## src/rtl/pinchg_irq_port.sv

```systemverilog
module pinchg_irq_port #(
  parameter int NPINS = 8,
  parameter int AW = 5,
  parameter logic [AW-1:0] OFS_POL  = 5'h1D,
  parameter logic [AW-1:0] OFS_EN   = 5'h1E,
  parameter logic [AW-1:0] OFS_FLAG = 5'h1F
) (
  input  logic             clk,
  input  logic             rst_n,
  input  logic [NPINS-1:0] pin_i,
  input  logic             bus_sel,
  input  logic             bus_wr,
  input  logic [AW-1:0]    bus_addr,
  input  logic [NPINS-1:0] bus_wdata,
  output logic [NPINS-1:0] bus_rdata,
  output logic             irq_o
);

  logic [NPINS-1:0] sync1, sync2, last;
  logic [NPINS-1:0] pol_q, en_q, flag_q;
  logic [NPINS-1:0] edge_hit, clr_mask;
  logic             irq_q;
  logic             wr_pol, wr_en, wr_flag;

  assign wr_pol  = bus_sel & bus_wr & (bus_addr == OFS_POL);
  assign wr_en   = bus_sel & bus_wr & (bus_addr == OFS_EN);
  assign wr_flag = bus_sel & bus_wr & (bus_addr == OFS_FLAG);

  assign edge_hit = (pol_q & sync2 & ~last) | (~pol_q & ~sync2 & last);
  assign clr_mask = wr_flag ? bus_wdata : '0;

  always_ff @(posedge clk or negedge rst_n) begin
    if (!rst_n) begin
      sync1 <= '0;
      sync2 <= '0;
      last  <= '0;
    end else begin
      sync1 <= pin_i;
      sync2 <= sync1;
      last  <= sync2;
    end
  end

  always_ff @(posedge clk or negedge rst_n) begin
    if (!rst_n) begin
      pol_q  <= '0;
      en_q   <= '0;
      flag_q <= '0;
      irq_q  <= 1'b0;
    end else begin
      if (wr_pol) pol_q <= bus_wdata;
      if (wr_en)  en_q  <= bus_wdata;
      flag_q <= (flag_q & ~clr_mask) | edge_hit;
      irq_q  <= |(flag_q & en_q);
    end
  end

  always_comb begin
    case (bus_addr)
      OFS_POL:  bus_rdata = pol_q;
      OFS_EN:   bus_rdata = en_q;
      OFS_FLAG: bus_rdata = flag_q;
      default:  bus_rdata = '0;
    endcase
  end

  assign irq_o = irq_q;

  logic past_ok;
  always_ff @(posedge clk or negedge rst_n) begin
    if (!rst_n) past_ok <= 1'b0;
    else        past_ok <= 1'b1;
  end

  assert_flag_sticky_R5: assert property (@(posedge clk) disable iff (!rst_n)
    (past_ok && !$past(wr_flag)) |-> ((flag_q & $past(flag_q)) == $past(flag_q)));

  assert_w1c_clears_R5: assert property (@(posedge clk) disable iff (!rst_n)
    (past_ok && $past(wr_flag)) |-> ((flag_q & $past(bus_wdata) & ~$past(edge_hit)) == '0));

  assert_set_wins_R8: assert property (@(posedge clk) disable iff (!rst_n)
    past_ok |-> ((flag_q & $past(edge_hit)) == $past(edge_hit)));

  assert_irq_follows_R9: assert property (@(posedge clk) disable iff (!rst_n)
    past_ok |-> (irq_o == |($past(flag_q) & $past(en_q))));

  assert_masked_quiet_R6: assert property (@(posedge clk) disable iff (!rst_n)
    (past_ok && $past(en_q) == '0) |-> !irq_o);

endmodule

```

## config.mk

```make
export PLATFORM = sky130hd
export DESIGN_NAME = pinchg_irq_port
export DESIGN_NICKNAME = d
export VERILOG_FILES = /design/src/rtl/pinchg_irq_port.sv
export SDC_FILE = /design/constraint.sdc
export NUM_CORES = 1
export LEC_CHECK = 0
export CORE_AREA = 2 2 64 66
export CTS_CLUSTER_DIAMETER = 200
export CTS_CLUSTER_SIZE = 28
export DETAILED_ROUTE_END_ITERATION = 8
export DIE_AREA = 0 0 66 68
export DONT_BUFFER_PORTS = 1
export GPL_TIMING_DRIVEN = 0
export PLACE_DENSITY = 0.7
export SLEW_MARGIN = 5
export SYNTH_ARGS = -nofsm -noshare
export SYNTH_HDL_FRONTEND = slang
export SYNTH_SLANG_ARGS = --single-unit
```

## constraint.sdc

```tcl
create_clock -name clk -period 1.2 [get_ports clk]
set_input_delay 0.06 -clock clk [delete_from_list [all_inputs] [get_ports clk]]
set_output_delay 0.06 -clock clk [all_outputs]
set_load 0.05 [all_outputs]
```

==> run metrics, run 1 <==
total CTS buffers 5; post-synthesis cell area 1980 um^2; Min Hold Slack -557 ps; Critical Path Source en_q[6]; IO Count 34; fmax 821 MHz; # diodes 0; Worst setup EP type primary output; Worst Slack Setup Final -18.1 ps; Fin Clk Skew 7.59 ps; Top Family by Delay on Critical Path flip-flops; met3 global-route usage 6.09%; crit path capture bus_rdata[6]; final wirelength 4540 um; status finished, violations left; crit-path cells mux2i_2 -> o21ai_4; P per Cell Area 1280 nW/um^2; gr ovfl total 0; Mapped Cells 155; R2R depth 4; Die Wd 66 um; Vias 1459; Worst VDD drop 0.661 mV; cell area after layout 2550 um^2; unrepaired setup endpoints after global routing yes; clock latency on the worst-skew pair 300 ps; Final setup viols 2; Syn Nets 180; commonest non-fill, non-tap cells in the layout 49 x dfrtp_1, 21 x buf_4, 17 x nand2_1; CTS Hold Bufs 16; Max Cap Violations 0; filler cell count in the final layout 289; via count of the first global-routing pass 1511; crit path kind flop to primary output; Initial Util 51.3%; crit-path max cell delay 410 ps; syn_area_per_cell 12.8 um^2; initial antenna violation count 0; I/O Buffers 0; WP depth 2; area leader, netlist dfrtp_1; Slowest cell on crit path dfrtp_1; Final Power 3.28 mW; CTS Buffer Depth 2; final hold violations 49; Final nets 223; fin crit period 1220 ps; drt first pass iters 4; Yosys warnings 0; post-synth cell types 18; worst slew pin tran 450 ps; Hold Crit Class primary input to async pin; Worst R2R Start flag_q[3]; GR peak layer met2; met2 Use GR 37.5%; failing checks hold timing, setup timing; core area 3860 um^2; placed cell area 2050 um^2; WP data required 1140 ps; met1 usage 27.5%; largest net degree at the start of global routing 50; Via density 5.86; Total GRT Usage 22.3%; clk root buf clkbuf_8; period utilization 102%; Area Overhead vs Synth 29.2%; Antenna Nets Post-Route 0; clock slew at reported path FFs 90 ps; GP Congestion 0.790; crit start category flop; Max-slew headroom 70.0%; P_leak 1.07 nW; Seq/Total Area, Yosys 62.0%; Area contributors post-synth dfrtp_1 62%, mux2_4 6.1%, mux2_2 4.6%; register area 1230 um^2; DRC 0; Rows 23; Die Y-Extent 68 um; global-route wire length before repair 7230 um; H-tree levels 2; crit path DAT 1160 ps; DPL Wire Length 2620 um; CP max FO 3; post-synth top area share 62.0%; clock tree sinks 49; #FFs+latches synth 49; Finished Core Util 66.2%; mean routed wirelength per cell 18.2 um; Max Slew Vio Count 0; fraction of layout cells with a size suffix above 1 33.7%; Initial DRC Count 102; die area 4490 um^2; Buf/Inv on CP 0; CTS tree built; Worst R2R Setup Slack 90 ps; r2r endpoint irq_o; area occupied by multi-input gates 817 um^2; leading cell type in the layout, fill and taps excluded dfrtp_1
[layout make-up]
class	instances	share of cell area, %
Clock buffer	8	3.14
Multi-Input combinational cell	98	32.0
Buffer	8	2.25
Timing Repair Buffer	36	12.2
Tap cell	50	2.45
Sequential cell	49	48.0
[report_power, final]
group	internal [mW]	leakage [nW]	switching [mW]	total (mW)
registers	1.78	0.573	0.136	1.91
clock network	0.415	0.0395	0.497	0.911
logic	0.251	0.454	0.202	0.453
total	2.44	1.07	0.834	3.28
[flip-flops by register name, indices dropped and copies added, names as in the netlist]
register  count
en_q          8
flag_q        8
last          8
pol_q         8
sync1         8
sync2         8
irq_o         1
[metal layers]
layer	up-vias	routed length [um]
li1	645	-
met1	756	1880
met2	48	2300
met3	10	270
met4	0	89
met5	-	0
[cells in the mapped netlist]
library cell / number
mux2i_1: 8
and4_4: 1
nand4_1: 9
nor3_4: 1
and4b_1: 1
nand3_1: 8
buf_2: 4
mux2_4: 8
a22oi_1: 4
nor2_1: 8
nand4_2: 1
clkbuf_1: 2
buf_6: 2
o21ai_0: 16
nand2_1: 17
o211ai_1: 8
mux2_2: 8
dfrtp_1: 49
[repair_timing]
| action | 4_1_cts | 5_1_grt |
|---|---|---|
| pin swaps | 6 | 6 |
| buffers inserted | 11 | 9 |
| endpoints found under the setup margin | 8 | 8 |
| endpoints found under the hold margin | 73 | 49 |
| resized for setup | 22 | 2 |
[worst min path at each step]
stage | from | endpoint | depth (start not counted)
floorplan | rst_n | en_q[0] | 0
global placement | rst_n | last[5] | 0
detailed placement | rst_n | sync2[5] | 0
CTS | rst_n | last[5] | 0
global route | rst_n | sync2[5] | 0
finish | rst_n | last[5] | 0
[per-stage QoR]
| stage | worst slack, ps | cells | hold slack, ps | TNS (ps) |
|---|---|---|---|---|
| after floorplan | -132 | 155 | -236 | -528 |
| after global placement | -426 | 205 | -234 | -3660 |
| after detailed placement | -421 | 205 | -234 | -3880 |
| after CTS | -21.2 | 240 | -559 | -63.2 |
| after global routing | -71.5 | 249 | -570 | -262 |
| final | -18.1 | 249 | -557 | -25.4 |
[logic make-up (layout without fill, tap and decap cells)]
group           count (synthesis)  in the layout  share of synthesized area, %
flops                          49             49                          62.0
mux                            24             24                          14.7
compound gates                 28             28                          8.61
simple gates                   46             46                          12.2
buf+inv                         8             52                          2.53
No activity file was read; power rests on OpenSTA's default activity.
==> run 2: changes to the inputs <==
==> constraint.sdc (replaced) <==
create_clock -name clk -period 1.2 [get_ports clk]
set_input_delay 0.12 -clock clk [delete_from_list [all_inputs] [get_ports clk]]
set_output_delay 0.12 -clock clk [all_outputs]
set_load 0.05 [all_outputs]
==> run 2 against run 1 <==
  * The run still ends with hold timing, setup timing left
  * Utilization up 0.26 points
  * Combinational power decreased by 3%
  * Fmax down 8.4%
  * Clock power rose by 34%
  * Count of clock-buffer cells in the layout is 1 lower
  * Power increased by 9.1%
  * Clock skew decreased by 0.89 ps
  * Global-route usage rose by 1.6 points
  * Final cell count fell by 2.0%
  * First-iteration DRC count shrank 0.98%
  * Register-to-register slack about the same
  * Hold slack better by 61 ps
==> run metrics, run 2 (synthesis results as in run 1) <==
Total GRT Usage 23.9% (+1.6 points); Final setup viols 8 (+6); H-tree levels 2 (unchanged); dpl ws -330 ps (+90.6 ps); via count of the first global-routing pass 1508 (-0.20%); Antenna Nets Post-Route 0 (unchanged); Max Slew Vio Count 0 (unchanged); Max Cap Violations 0 (unchanged); Rows 23 (unchanged); Hold Crit Class primary input to async pin; Worst setup EP type primary output; initial antenna violation count 0 (unchanged); Buf/Inv on CP 0 (unchanged); I/O Buffers 0 (unchanged); crit path kind flop to primary output; drt first pass iters 5 (+1); gr ovfl total 0 (unchanged); fraction of layout cells with a size suffix above 1 33.5% (-0.16 points); crit start category flop; commonest non-fill, non-tap cells in the layout 49 x dfrtp_1, 17 x nand2_1, 16 x buf_4, 16 x dlygate4sd3_1, 9 x nand4_1; fmax 752 MHz (-8.4%); Critical Path Source en_q[4]; TNS Setup -498 ps (-473 ps); Top Family by Delay on Critical Path flip-flops; clock slew at reported path FFs 80 ps (about the same); crit-path max cell delay 410 ps (about the same); largest net degree at the start of global routing 50 (unchanged); total CTS buffers 5 (unchanged); CTS Hold Bufs 16 (unchanged); Fin Clk Skew 6.70 ps (-0.889 ps); DPL Wire Length 2680 um (+2.1%); CTS Buffer Depth 2 (unchanged); Min Hold Slack -496 ps (+61.0 ps); CTS tree built; # diodes 0 (unchanged); clk root buf clkbuf_8; clock latency on the worst-skew pair 300 ps (about the same); Worst VDD drop 0.723 mV (+9.5%); crit-path cells mux2i_2 -> o21ai_4; final wirelength 4700 um (+3.5%); Worst R2R Setup Slack 90 ps (about the same); unrepaired setup endpoints after global routing yes; leading cell type in the layout, fill and taps excluded dfrtp_1; IO Count 34 (unchanged); WP data required 1080 ps (-60 ps); r2r endpoint irq_o; crit path DAT 1210 ps (+50 ps); Initial DRC Count 101 (-0.98%); Die Wd 66 um (unchanged); failing checks hold timing, setup timing; period utilization 111% (+9.3 points); placed cells 205 (unchanged); P_leak 1.06 nW (-0.37%); CP max FO 3 (unchanged); clock tree sinks 49 (unchanged); worst slew pin tran 452 ps (+2.12 ps); R2R depth 4 (unchanged); Via density 5.82 (-0.75%); Finished Core Util 66.5% (+0.26 points); P per Cell Area 1390 nW/um^2 (+8.6%); non-filler cells, final 244 (-2.0%); core area 3860 um^2 (unchanged); global-route wire length before repair 7630 um (+5.5%); Die Y-Extent 68 um (unchanged); DRC 0 (unchanged); Worst Slack Setup Final -129 ps (-111 ps); Area Overhead vs Synth 29.7%; final hold violations 49 (unchanged); Worst R2R Start flag_q[1]; Initial Util 51.3% (unchanged); Final nets 218 (-2.2%); Max-slew headroom 69.9% (-0.14 points); fin crit period 1330 ps (+111 ps); mean routed wirelength per cell 19.3 um (+5.6%); die area 4490 um^2 (unchanged); Vias 1419 (-2.7%); GP Congestion 0.748 (-5.4%); Slowest cell on crit path dfrtp_1; status finished, violations left
-- run 2: cell types whose count changed in the layout (fill, tap and decap cells not counted) --
cell	change
clkbuf_8	+1
clkbuf_1	-2
mux2i_2	+1
bufinv_16	+1
clkbuf_4	-1
buf_4	-5
mux2i_1	-1
buf_8	+1
-- run 2: layout make-up --
class | count | area, um^2
clock inverters | 1 | 30.0
clock buffers | 7 | 86.3
repair buffers | 31 | 273
multi-input cells | 98 | 821
flip-flops and latches | 49 | 1230
fillers | 298 | 1290
plain buffers | 8 | 65.1
well taps | 50 | 62.6
-- run 2: how the worst max path moves through the flow --
stage,cells past startpoint,to
2_1_floorplan,3,bus_rdata[0]
3_3_place_gp,3,bus_rdata[6]
3_5_place_dp,3,bus_rdata[6]
4_1_cts,2,bus_rdata[6]
5_1_grt,2,bus_rdata[4]
6_report,2,bus_rdata[4]
-- run 2: where the power goes --
part           total (mW)  internal, mW  switching (mW)
registers            1.92          1.78           0.140
logic               0.441         0.243           0.198
clock network        1.22         0.680           0.537
-- run 2: layer usage --
| metal | GRT usage (%) | share of wire [%] |
|---|---|---|
| met1 | 30.1 | 42 |
| met2 | 39.1 | 48 |
| met3 | 6.41 | 7.4 |
| met4 | 10.7 | 2.6 |
| met5 | 0 | 0 |
-- run 2: metrics by stage --
stage	power (mW)	hold WS [ps]	area [um^2]
finish	3.57	-496	2560
global route	3.70	-513	2560
CTS	3.56	-506	2530
detailed placement	2.23	-174	2070
global placement	2.21	-174	2070
floorplan	2.16	-176	2010
-- run 2: timing repair --
action                                  in CTS  in global routing
endpoints found under the hold margin       73                 49
resized for setup                           18                  4
pin swaps                                    6                  7
setup buffers                               12                  3
endpoints found under the setup margin       8                  8
